$ cat src/rtl/mcyc_pkg.sv
package mcyc_pkg;

  localparam int OPC_W = 6;
  localparam int FN_W  = 6;
  localparam int ST_W  = 4;

  localparam logic [OPC_W-1:0] OPC_RR   = 6'h00;
  localparam logic [OPC_W-1:0] OPC_ORI  = 6'h0D;
  localparam logic [OPC_W-1:0] OPC_LOAD = 6'h23;
  localparam logic [OPC_W-1:0] OPC_STOR = 6'h2B;
  localparam logic [OPC_W-1:0] OPC_BREQ = 6'h04;

  localparam logic [FN_W-1:0]  FN_SUB   = 6'h22;

  typedef enum logic [ST_W-1:0] {
    ST_FETCH   = 4'b0000,
    ST_DECODE  = 4'b0001,
    ST_BR_TAKE = 4'b0010,
    ST_BR_SKIP = 4'b0011,
    ST_RR_EXE  = 4'b0100,
    ST_RR_WB   = 4'b0101,
    ST_OI_EXE  = 4'b0110,
    ST_OI_WB   = 4'b0111,
    ST_LD_EXE  = 4'b1000,
    ST_LD_MEM  = 4'b1001,
    ST_LD_WB   = 4'b1010,
    ST_SW_EXE  = 4'b1011,
    ST_SW_MEM  = 4'b1100
  } step_e;

  typedef enum logic [1:0] {
    ALU_ADD = 2'd0,
    ALU_SUB = 2'd1,
    ALU_OR  = 2'd2
  } alu_op_e;

  typedef enum logic [1:0] {
    OPB_REG  = 2'd0,
    OPB_SEXT = 2'd1,
    OPB_ZEXT = 2'd2
  } opb_e;

  typedef struct packed {
    logic    ir_en;
    logic    a_en;
    logic    b_en;
    logic    s_en;
    logic    m_en;
    logic    pc_en;
    logic    pc_src;
    logic    imem_rd;
    logic    dmem_rd;
    logic    dmem_wr;
    logic    reg_wr;
    logic    reg_dst;
    logic    wb_sel;
    alu_op_e alu_op;
    opb_e    alu_sel_b;
  } ctrl_t;

endpackage

$ cat src/rtl/mcyc_step_reg.sv
module mcyc_step_reg
  import mcyc_pkg::*;
(
  input  logic  clk,
  input  logic  rst_n,
  input  step_e step_d,
  output step_e step_q
);

  always_ff @(posedge clk or negedge rst_n) begin
    if (!rst_n) begin
      step_q <= ST_FETCH;
    end else begin
      step_q <= step_d;
    end
  end

endmodule

$ cat src/rtl/mcyc_next_step.sv
module mcyc_next_step
  import mcyc_pkg::*;
(
  input  step_e            cur,
  input  logic [OPC_W-1:0] opcode,
  input  logic             regs_equal,
  output step_e            nxt
);

  step_e dispatch;

  always_comb begin
    unique case (opcode)
      OPC_RR:   dispatch = ST_RR_EXE;
      OPC_ORI:  dispatch = ST_OI_EXE;
      OPC_LOAD: dispatch = ST_LD_EXE;
      OPC_STOR: dispatch = ST_SW_EXE;
      OPC_BREQ: dispatch = regs_equal ? ST_BR_TAKE : ST_BR_SKIP;
      default:  dispatch = ST_FETCH;
    endcase
  end

  always_comb begin
    case (cur)
      ST_FETCH:  nxt = ST_DECODE;
      ST_DECODE: nxt = dispatch;
      ST_RR_EXE: nxt = ST_RR_WB;
      ST_OI_EXE: nxt = ST_OI_WB;
      ST_LD_EXE: nxt = ST_LD_MEM;
      ST_LD_MEM: nxt = ST_LD_WB;
      ST_SW_EXE: nxt = ST_SW_MEM;
      default:   nxt = ST_FETCH;
    endcase
  end

endmodule

$ cat src/rtl/mcyc_out_decode.sv
module mcyc_out_decode
  import mcyc_pkg::*;
(
  input  step_e           cur,
  input  logic [FN_W-1:0] funct,
  output ctrl_t           ctl
);

  alu_op_e rr_op;

  always_comb begin
    rr_op = (funct == FN_SUB) ? ALU_SUB : ALU_ADD;
  end

  always_comb begin
    ctl = '{default: '0, alu_op: ALU_ADD, alu_sel_b: OPB_REG};
    case (cur)
      ST_FETCH: begin
        ctl.ir_en   = 1'b1;
        ctl.imem_rd = 1'b1;
      end
      ST_DECODE: begin
        ctl.a_en = 1'b1;
        ctl.b_en = 1'b1;
      end
      ST_BR_TAKE: begin
        ctl.pc_en  = 1'b1;
        ctl.pc_src = 1'b1;
      end
      ST_BR_SKIP: begin
        ctl.pc_en = 1'b1;
      end
      ST_RR_EXE: begin
        ctl.s_en      = 1'b1;
        ctl.alu_op    = rr_op;
        ctl.alu_sel_b = OPB_REG;
      end
      ST_RR_WB: begin
        ctl.reg_wr  = 1'b1;
        ctl.reg_dst = 1'b1;
        ctl.pc_en   = 1'b1;
      end
      ST_OI_EXE: begin
        ctl.s_en      = 1'b1;
        ctl.alu_op    = ALU_OR;
        ctl.alu_sel_b = OPB_ZEXT;
      end
      ST_OI_WB: begin
        ctl.reg_wr = 1'b1;
        ctl.pc_en  = 1'b1;
      end
      ST_LD_EXE, ST_SW_EXE: begin
        ctl.s_en      = 1'b1;
        ctl.alu_op    = ALU_ADD;
        ctl.alu_sel_b = OPB_SEXT;
      end
      ST_LD_MEM: begin
        ctl.m_en    = 1'b1;
        ctl.dmem_rd = 1'b1;
      end
      ST_LD_WB: begin
        ctl.reg_wr = 1'b1;
        ctl.wb_sel = 1'b1;
        ctl.pc_en  = 1'b1;
      end
      ST_SW_MEM: begin
        ctl.dmem_wr = 1'b1;
        ctl.pc_en   = 1'b1;
      end
      default: begin
      end
    endcase
  end

endmodule

$ cat src/rtl/mcyc_ctrl.sv
module mcyc_ctrl
  import mcyc_pkg::*;
(
  input  logic             clk,
  input  logic             rst_n,
  input  logic [OPC_W-1:0] opcode,
  input  logic [FN_W-1:0]  funct,
  input  logic             regs_equal,
  output logic             ir_en,
  output logic             a_en,
  output logic             b_en,
  output logic             s_en,
  output logic             m_en,
  output logic             pc_en,
  output logic             pc_src,
  output logic             imem_rd,
  output logic             dmem_rd,
  output logic             dmem_wr,
  output logic             reg_wr,
  output logic             reg_dst,
  output logic             wb_sel,
  output logic [1:0]       alu_op,
  output logic [1:0]       alu_sel_b
);

  step_e step_q;
  step_e step_d;
  ctrl_t ctl;

  mcyc_step_reg u_step_reg (
    .clk    (clk),
    .rst_n  (rst_n),
    .step_d (step_d),
    .step_q (step_q)
  );

  mcyc_next_step u_next_step (
    .cur        (step_q),
    .opcode     (opcode),
    .regs_equal (regs_equal),
    .nxt        (step_d)
  );

  mcyc_out_decode u_out_decode (
    .cur   (step_q),
    .funct (funct),
    .ctl   (ctl)
  );

  assign ir_en     = ctl.ir_en;
  assign a_en      = ctl.a_en;
  assign b_en      = ctl.b_en;
  assign s_en      = ctl.s_en;
  assign m_en      = ctl.m_en;
  assign pc_en     = ctl.pc_en;
  assign pc_src    = ctl.pc_src;
  assign imem_rd   = ctl.imem_rd;
  assign dmem_rd   = ctl.dmem_rd;
  assign dmem_wr   = ctl.dmem_wr;
  assign reg_wr    = ctl.reg_wr;
  assign reg_dst   = ctl.reg_dst;
  assign wb_sel    = ctl.wb_sel;
  assign alu_op    = ctl.alu_op;
  assign alu_sel_b = ctl.alu_sel_b;

endmodule

$ cat config.mk
export PLATFORM = sky130hd
export DESIGN_NAME = mcyc_ctrl
export DESIGN_NICKNAME = d
export VERILOG_FILES = /design/src/rtl/mcyc_pkg.sv /design/src/rtl/mcyc_step_reg.sv /design/src/rtl/mcyc_next_step.sv /design/src/rtl/mcyc_out_decode.sv /design/src/rtl/mcyc_ctrl.sv
export SDC_FILE = /design/constraint.sdc
export NUM_CORES = 1
export LEC_CHECK = 0
export CORE_MARGIN = 3
export CORE_UTILIZATION = 36
export CTS_CLUSTER_DIAMETER = 80
export CTS_CLUSTER_SIZE = 12
export DETAILED_ROUTE_END_ITERATION = 8
export PLACE_DENSITY = 0.89
export SLEW_MARGIN = 20
export SYNTH_ARGS = -nofsm -noshare
export SYNTH_HDL_FRONTEND = slang
export SYNTH_SLANG_ARGS = --single-unit
export TNS_END_PERCENT = 1
$ cat constraint.sdc
create_clock -name clk -period 2 [get_ports clk]
set_input_delay 0.4 -clock clk [delete_from_list [all_inputs] [get_ports clk]]
set_output_delay 0.4 -clock clk [all_outputs]
set_load 0.02 [all_outputs]
# Yosys cells after proc, flatten, opt, wreduce, memory -nomap -nowiden
# Cells that the tools add are included.
# word_totals
ff_bits	4
inputBits	15
output_inout_bits	17
word_cells	39
# classes
eq_ne	17
mux	15
reduce_logical	6
# ops
cell	n
$pmux 4 s7	1
$eq 4x4->1 const B	5
$pmux 4 s5	1
$eq 6x6->1 const B	3
$eq 4x3->1 const B	4
$pmux 4 s3	1
$mux 1	11
$eq 4x2->1 const B	2
$eq 6x3->1 const B	1
$eq 6x4->1 const B	1
$logic_not 6->1	1
$reduce_or 6->1	1
$eq 4x1->1 const B	1
$logic_not 4->1	1
$reduce_or 4->1	1
$reduce_or 3->1	1
$mux 2	1
$reduce_or 2->1	1

# Depth between registers and ports, before layout
# logic_depth
word_depth	3
mapped_depth	5

# Hierarchy
# Synthesis repeated with hierarchy kept, for this count alone.
# hier_totals
cells_unflattened	62
hier_area_um2	478.0
# by_module_without_submodules
module	n_inst	cells_each	area_per_inst_um2	seq_area_each_um2
mcyc_out_decode	1	31	200.2	0.0
mcyc_next_step	1	27	177.7	0.0
mcyc_step_reg	1	4	100.1	100.1

# Worst setup path before layout
# No wires, ideal clock.
# synth_timing
path_type	reg2out
start	register u_step_reg.step_q[0]
end	output port ir_en
t_arrival_ps	1573
t_required_ps	1600
slack_ps	27
stages_incl_launch_ff	4
n_path_buf	2
path_cell_list	dfrtp_1 buf_4 nor4_1 buf_4
# synth_via
elab_chain_cells	2
# synth_lines
item	line	source
start, declared	mcyc_step_reg.sv:7	output step_e step_q
start signal, assigned	mcyc_step_reg.sv:14	step_q <= step_d;
$logic_not 4->1	n/a	
$mux 1	n/a	
end, declared	mcyc_ctrl.sv:9	output logic ir_en,
# No other way between the ends.

# Final worst setup path
# layout_timing
start	register u_step_reg.step_q[2]
end	output port s_en
# layout_via
elab_chain_cells	3
elab_cells_between_ends	6
# layout_lines
item	line	source
$eq 4x3->1 / $eq 4x4->1 (equally long branches)	mcyc_out_decode.sv:17	case (cur)
$reduce_or 4->1 (no source line) (*)	n/a	
$mux 1 (*)	mcyc_out_decode.sv:17	
end, declared	mcyc_ctrl.sv:12	output logic s_en,
# Every way passes the cells marked *; elsewhere a longest branch is shown, timed or not.

==> results.rst <==
.. list-table::
   :header-rows: 1

   * - Metric
     - Value
   * - Flop and latch count out of synthesis
     - 4
   * - Transition time of the tightest slew-check pin
     - 0.285 ns
   * - Routed wire length
     - roughly 1300 um
   * - Slack of the worst reg-to-reg path
     - around 0.63 ns
   * - Data arrival time at the worst-slack endpoint
     - ~1.5 ns
   * - Post-layout instance count excluding filler cells
     - around 110
   * - Maximum number of pins on one net before global-route repair
     - 11
   * - Sequential cell area fraction in the yosys report
     - a little over a fifth
   * - Endpoint type of the worst setup path
     - primary output
   * - Net count of the mapped netlist
     - 76
   * - ANT nets after route
     - 0
   * - Global-route wire length before repair
     - ~2000 um
   * - Ys Warns
     - 0
   * - Number of global-route vias before repair
     - 458
   * - Share of the core filled with cells
     - between 60 and 70%
   * - Cell row count
     - 12
   * - Std-Cell Core Area
     - between 0.001 and 0.0015 mm2
   * - Area used by multi-input combinational logic
     - approximately 300 um2
   * - Root buffer cell
     - clkbuf_4
   * - Final max-slew violation count
     - 0
   * - Global-route total usage across every layer
     - between 10% and 20%
   * - Area Growth Syn to Fin
     - 71.9%
   * - Max reg flops
     - 4
   * - H-tree levels
     - 1
   * - Estimated wirelength of the detail-placed design
     - between 1000 and 1500 um
   * - Required time worst endpoint
     - roughly 1.6 ns
   * - TritonCTS buffer count
     - 3
   * - Leading registers by flop count
     - u_step_reg.step_q: 4 flops
   * - Post-Syn Area per Cell
     - about 7.7 um2
   * - Worst hold-check path type
     - primary input to async pin
   * - Peak supply drop
     - 719 uV
   * - TritonCTS clock tree
     - done
   * - Global-route congestion overflow total
     - 0
   * - Ant. Diodes
     - 0
   * - Number of unique standard cell types used by synthesis
     - 31
   * - Origin of the worst setup path
     - u_step_reg.step_q[2]$_DFF_PN0_
   * - Top reg by flops
     - u_step_reg.step_q
   * - Layout Nets
     - 114
   * - Flip-flop and latch area
     - between 100 and 150 um2
   * - Height of the die
     - about 42 um
   * - Peak clock frequency supported by timing
     - between 500 and 600 MHz
   * - Vias after detailed routing
     - ~570
   * - Effective utilization at floorplan
     - 40.3%
   * - Antenna violations before repair
     - 0
   * - Final critical path time including I/O delays and setup
     - between 1.5 and 2 ns
   * - PortBufs
     - 31
   * - Slew margin rel.
     - 80.8%
   * - Dpl cells
     - 108
   * - Synthesized instance count
     - 61
   * - Fraction of final layout cells sized beyond drive strength 1
     - a little over 20%
   * - Largest driver fanout on the critical path
     - 9
   * - Worst reg2reg path depth
     - 5
   * - End point of the critical path
     - s_en
   * - Post-route DRC violation count
     - 0
   * - Setup violations, final
     - 0
   * - Setup repair after global routing missed its margin
     - true
   * - Critical path's top delay family
     - flip-flops
   * - Clock latency at the later pin of the worst-skew pair
     - approximately 0.23 ns
   * - Final hold viol count
     - 0
   * - Result of the run
     - complete, no violations
   * - Count of routing violations after the opening detailed-route iteration
     - 14
   * - Filler cell count
     - around 110
   * - CP max stage cell
     - dfrtp_2
   * - Netlist area before placement
     - between 400 and 500 um2
   * - Post-cts sizing count
     - 19
   * - Origin of the critical flop-to-flop path
     - u_step_reg.step_q[1]$_DFF_PN0_
   * - Slowest cell delay on critical path
     - 0.45 ns
   * - WP depth
     - 5
   * - Number of top-level design ports
     - 32
   * - Final sum of negative setup slack
     - 0 ns
   * - Count of buffer and inverter cells on the critical path
     - 1
   * - Die area
     - 0.00178 mm2
   * - Routed length per placed instance
     - approximately 11 um
   * - Buffer count from post-CTS setup fixing
     - 0
   * - First-pass DRT Iterations
     - 4
   * - Maximum count of clock buffers along a single path
     - 2
   * - Final GP Congestion
     - 0.823
   * - Startpoint types
     - flip-flop
   * - PnR worst setup slack
     - 0.104 ns
   * - R2R Path End
     - u_step_reg.step_q[1]$_DFF_PN0_
   * - Pwr dens
     - roughly 1100 mW/mm2
   * - Post-Place Setup Slack
     - -0.300 ns
   * - Cell chain of the critical path
     - nand2b_1 > o21ai_1 > nand2_1 > o31ai_1 > clkdlybuf4s15_1
   * - Final clock skew
     - approximately 0.0022 ns
   * - Number of vias per cell after detailed routing
     - 5.14
   * - Max-cap violations
     - 0
   * - Share of the cycle needed by the critical path after routing
     - between 90% and 100%
   * - Clock sink total
     - 4
   * - Lkg Pwr
     - about 0.39 nW
   * - Cts-stage hold buffer count
     - 0
   * - Post-route worst hold slack
     - roughly 0.37 ns
   * - Clock transition at the register clock pins on the worst setup and hold paths after CTS
     - 0.04 ns
   * - Chip width
     - roughly 42 um
   * - Kind of critical path
     - flip-flop to primary output
## kinds of logic (layout without fill, tap and decap cells)
family                 count (synthesis)  in the layout  synth area share (%)
buffers and inverters                 11             47                  16.2
AO/OA/AOI/OAI                         14             14                  24.1
AND/OR/NAND/NOR                       31             31                  36.6
flip-flops                             4              4                  21.2
XOR/XNOR                               1              1                  1.86
## per-stage QoR
step / power [mW] / instance area (um2)
floorplan: 0.583 / 472
global placement: 0.839 / 810
detailed placement: 0.846 / 810
CTS: 0.875 / 813
global route: 0.940 / 811
finish: 0.871 / 811
## cells in the final DEF, fill, tap and decap left out, types with 2 or more instances in the layout
cell type        instances
clkdlybuf4s50_1         14
nand2_1                  5
inv_1                    2
clkdlybuf4s15_1          2
dfrtp_1                  3
or3_1                    3
a21oi_1                  2
clkbuf_4                 3
nor4_1                   3
dlygate4sd2_1           14
and4b_1                  2
nor2_1                   6
o21ai_1                  2
nand2b_1                 3
nor3_1                   4
buf_4                   10
## synth_stat cells, drive strengths merged
cell | count | area (um2)
a31oi | 1 | 6.26
nor4b | 1 | 8.76
nand4 | 1 | 6.26
dfrtp | 4 | 100
o211ai | 1 | 7.51
or3 | 3 | 18.8
a2111oi | 1 | 15.0
nor3 | 4 | 20.0
nand2b | 3 | 18.8
a221oi | 1 | 8.76
inv | 3 | 11.3
nand3 | 1 | 5.00
and3 | 1 | 6.26
o21ai | 3 | 15.0
a21oi | 2 | 10.0
and4b | 2 | 20.0
nor2 | 6 | 22.5
buf | 8 | 65.1
o22ai | 2 | 18.8
nand2 | 5 | 18.8
o41ai | 1 | 16.3
xnor2 | 1 | 8.76
a32oi | 1 | 8.76
nor4 | 3 | 18.8
or2b | 1 | 8.76
o31ai | 1 | 7.51
## worst register-to-register path: cells and delay by family, from the launching register on
kind	cells	cell delay, ns
flops	1	0.48
buf+inv	2	0.24
simple gates	3	0.53
## how the worst min path moves through the flow
| stage | depth (start not counted) | slack (ns) | end |
|---|---|---|---|
| final | 1 | 0.37 | u_step_reg.step_q[0]$_DFF_PN0_ |
| after global routing | 1 | 0.36 | u_step_reg.step_q[0]$_DFF_PN0_ |
| after CTS | 1 | 0.36 | u_step_reg.step_q[0]$_DFF_PN0_ |
| after detailed placement | 1 | 0.61 | u_step_reg.step_q[1]$_DFF_PN0_ |
| after global placement | 1 | 0.61 | u_step_reg.step_q[1]$_DFF_PN0_ |
| after floorplan | 0 | 0.10 | u_step_reg.step_q[0]$_DFF_PN0_ |
## layer usage
metal / global-route usage [%] / wire length [um] / vias up
li1: - / - / 300
met1: 20.6 / 607 / 254
met2: 20.4 / 568 / 17
met3: 0.429 / 84 / 0
met4: 5.59 / 0 / 0
met5: 0 / 0 / -
## area by class of cell
class / count / area share, %
repair buffers: 41 / 44.8
multi-input cells: 46 / 36.4
flip-flops and latches: 4 / 12.5
clock buffers: 3 / 2.78
well taps: 14 / 2.16
inverters: 3 / 1.39
## where the power goes
group | internal, mW | switching, mW
clock | 0.0668 | 0.0279
combinational | 0.275 | 0.358
sequential | 0.109 | 0.0350
No activity file was read; power rests on OpenSTA's default activity.
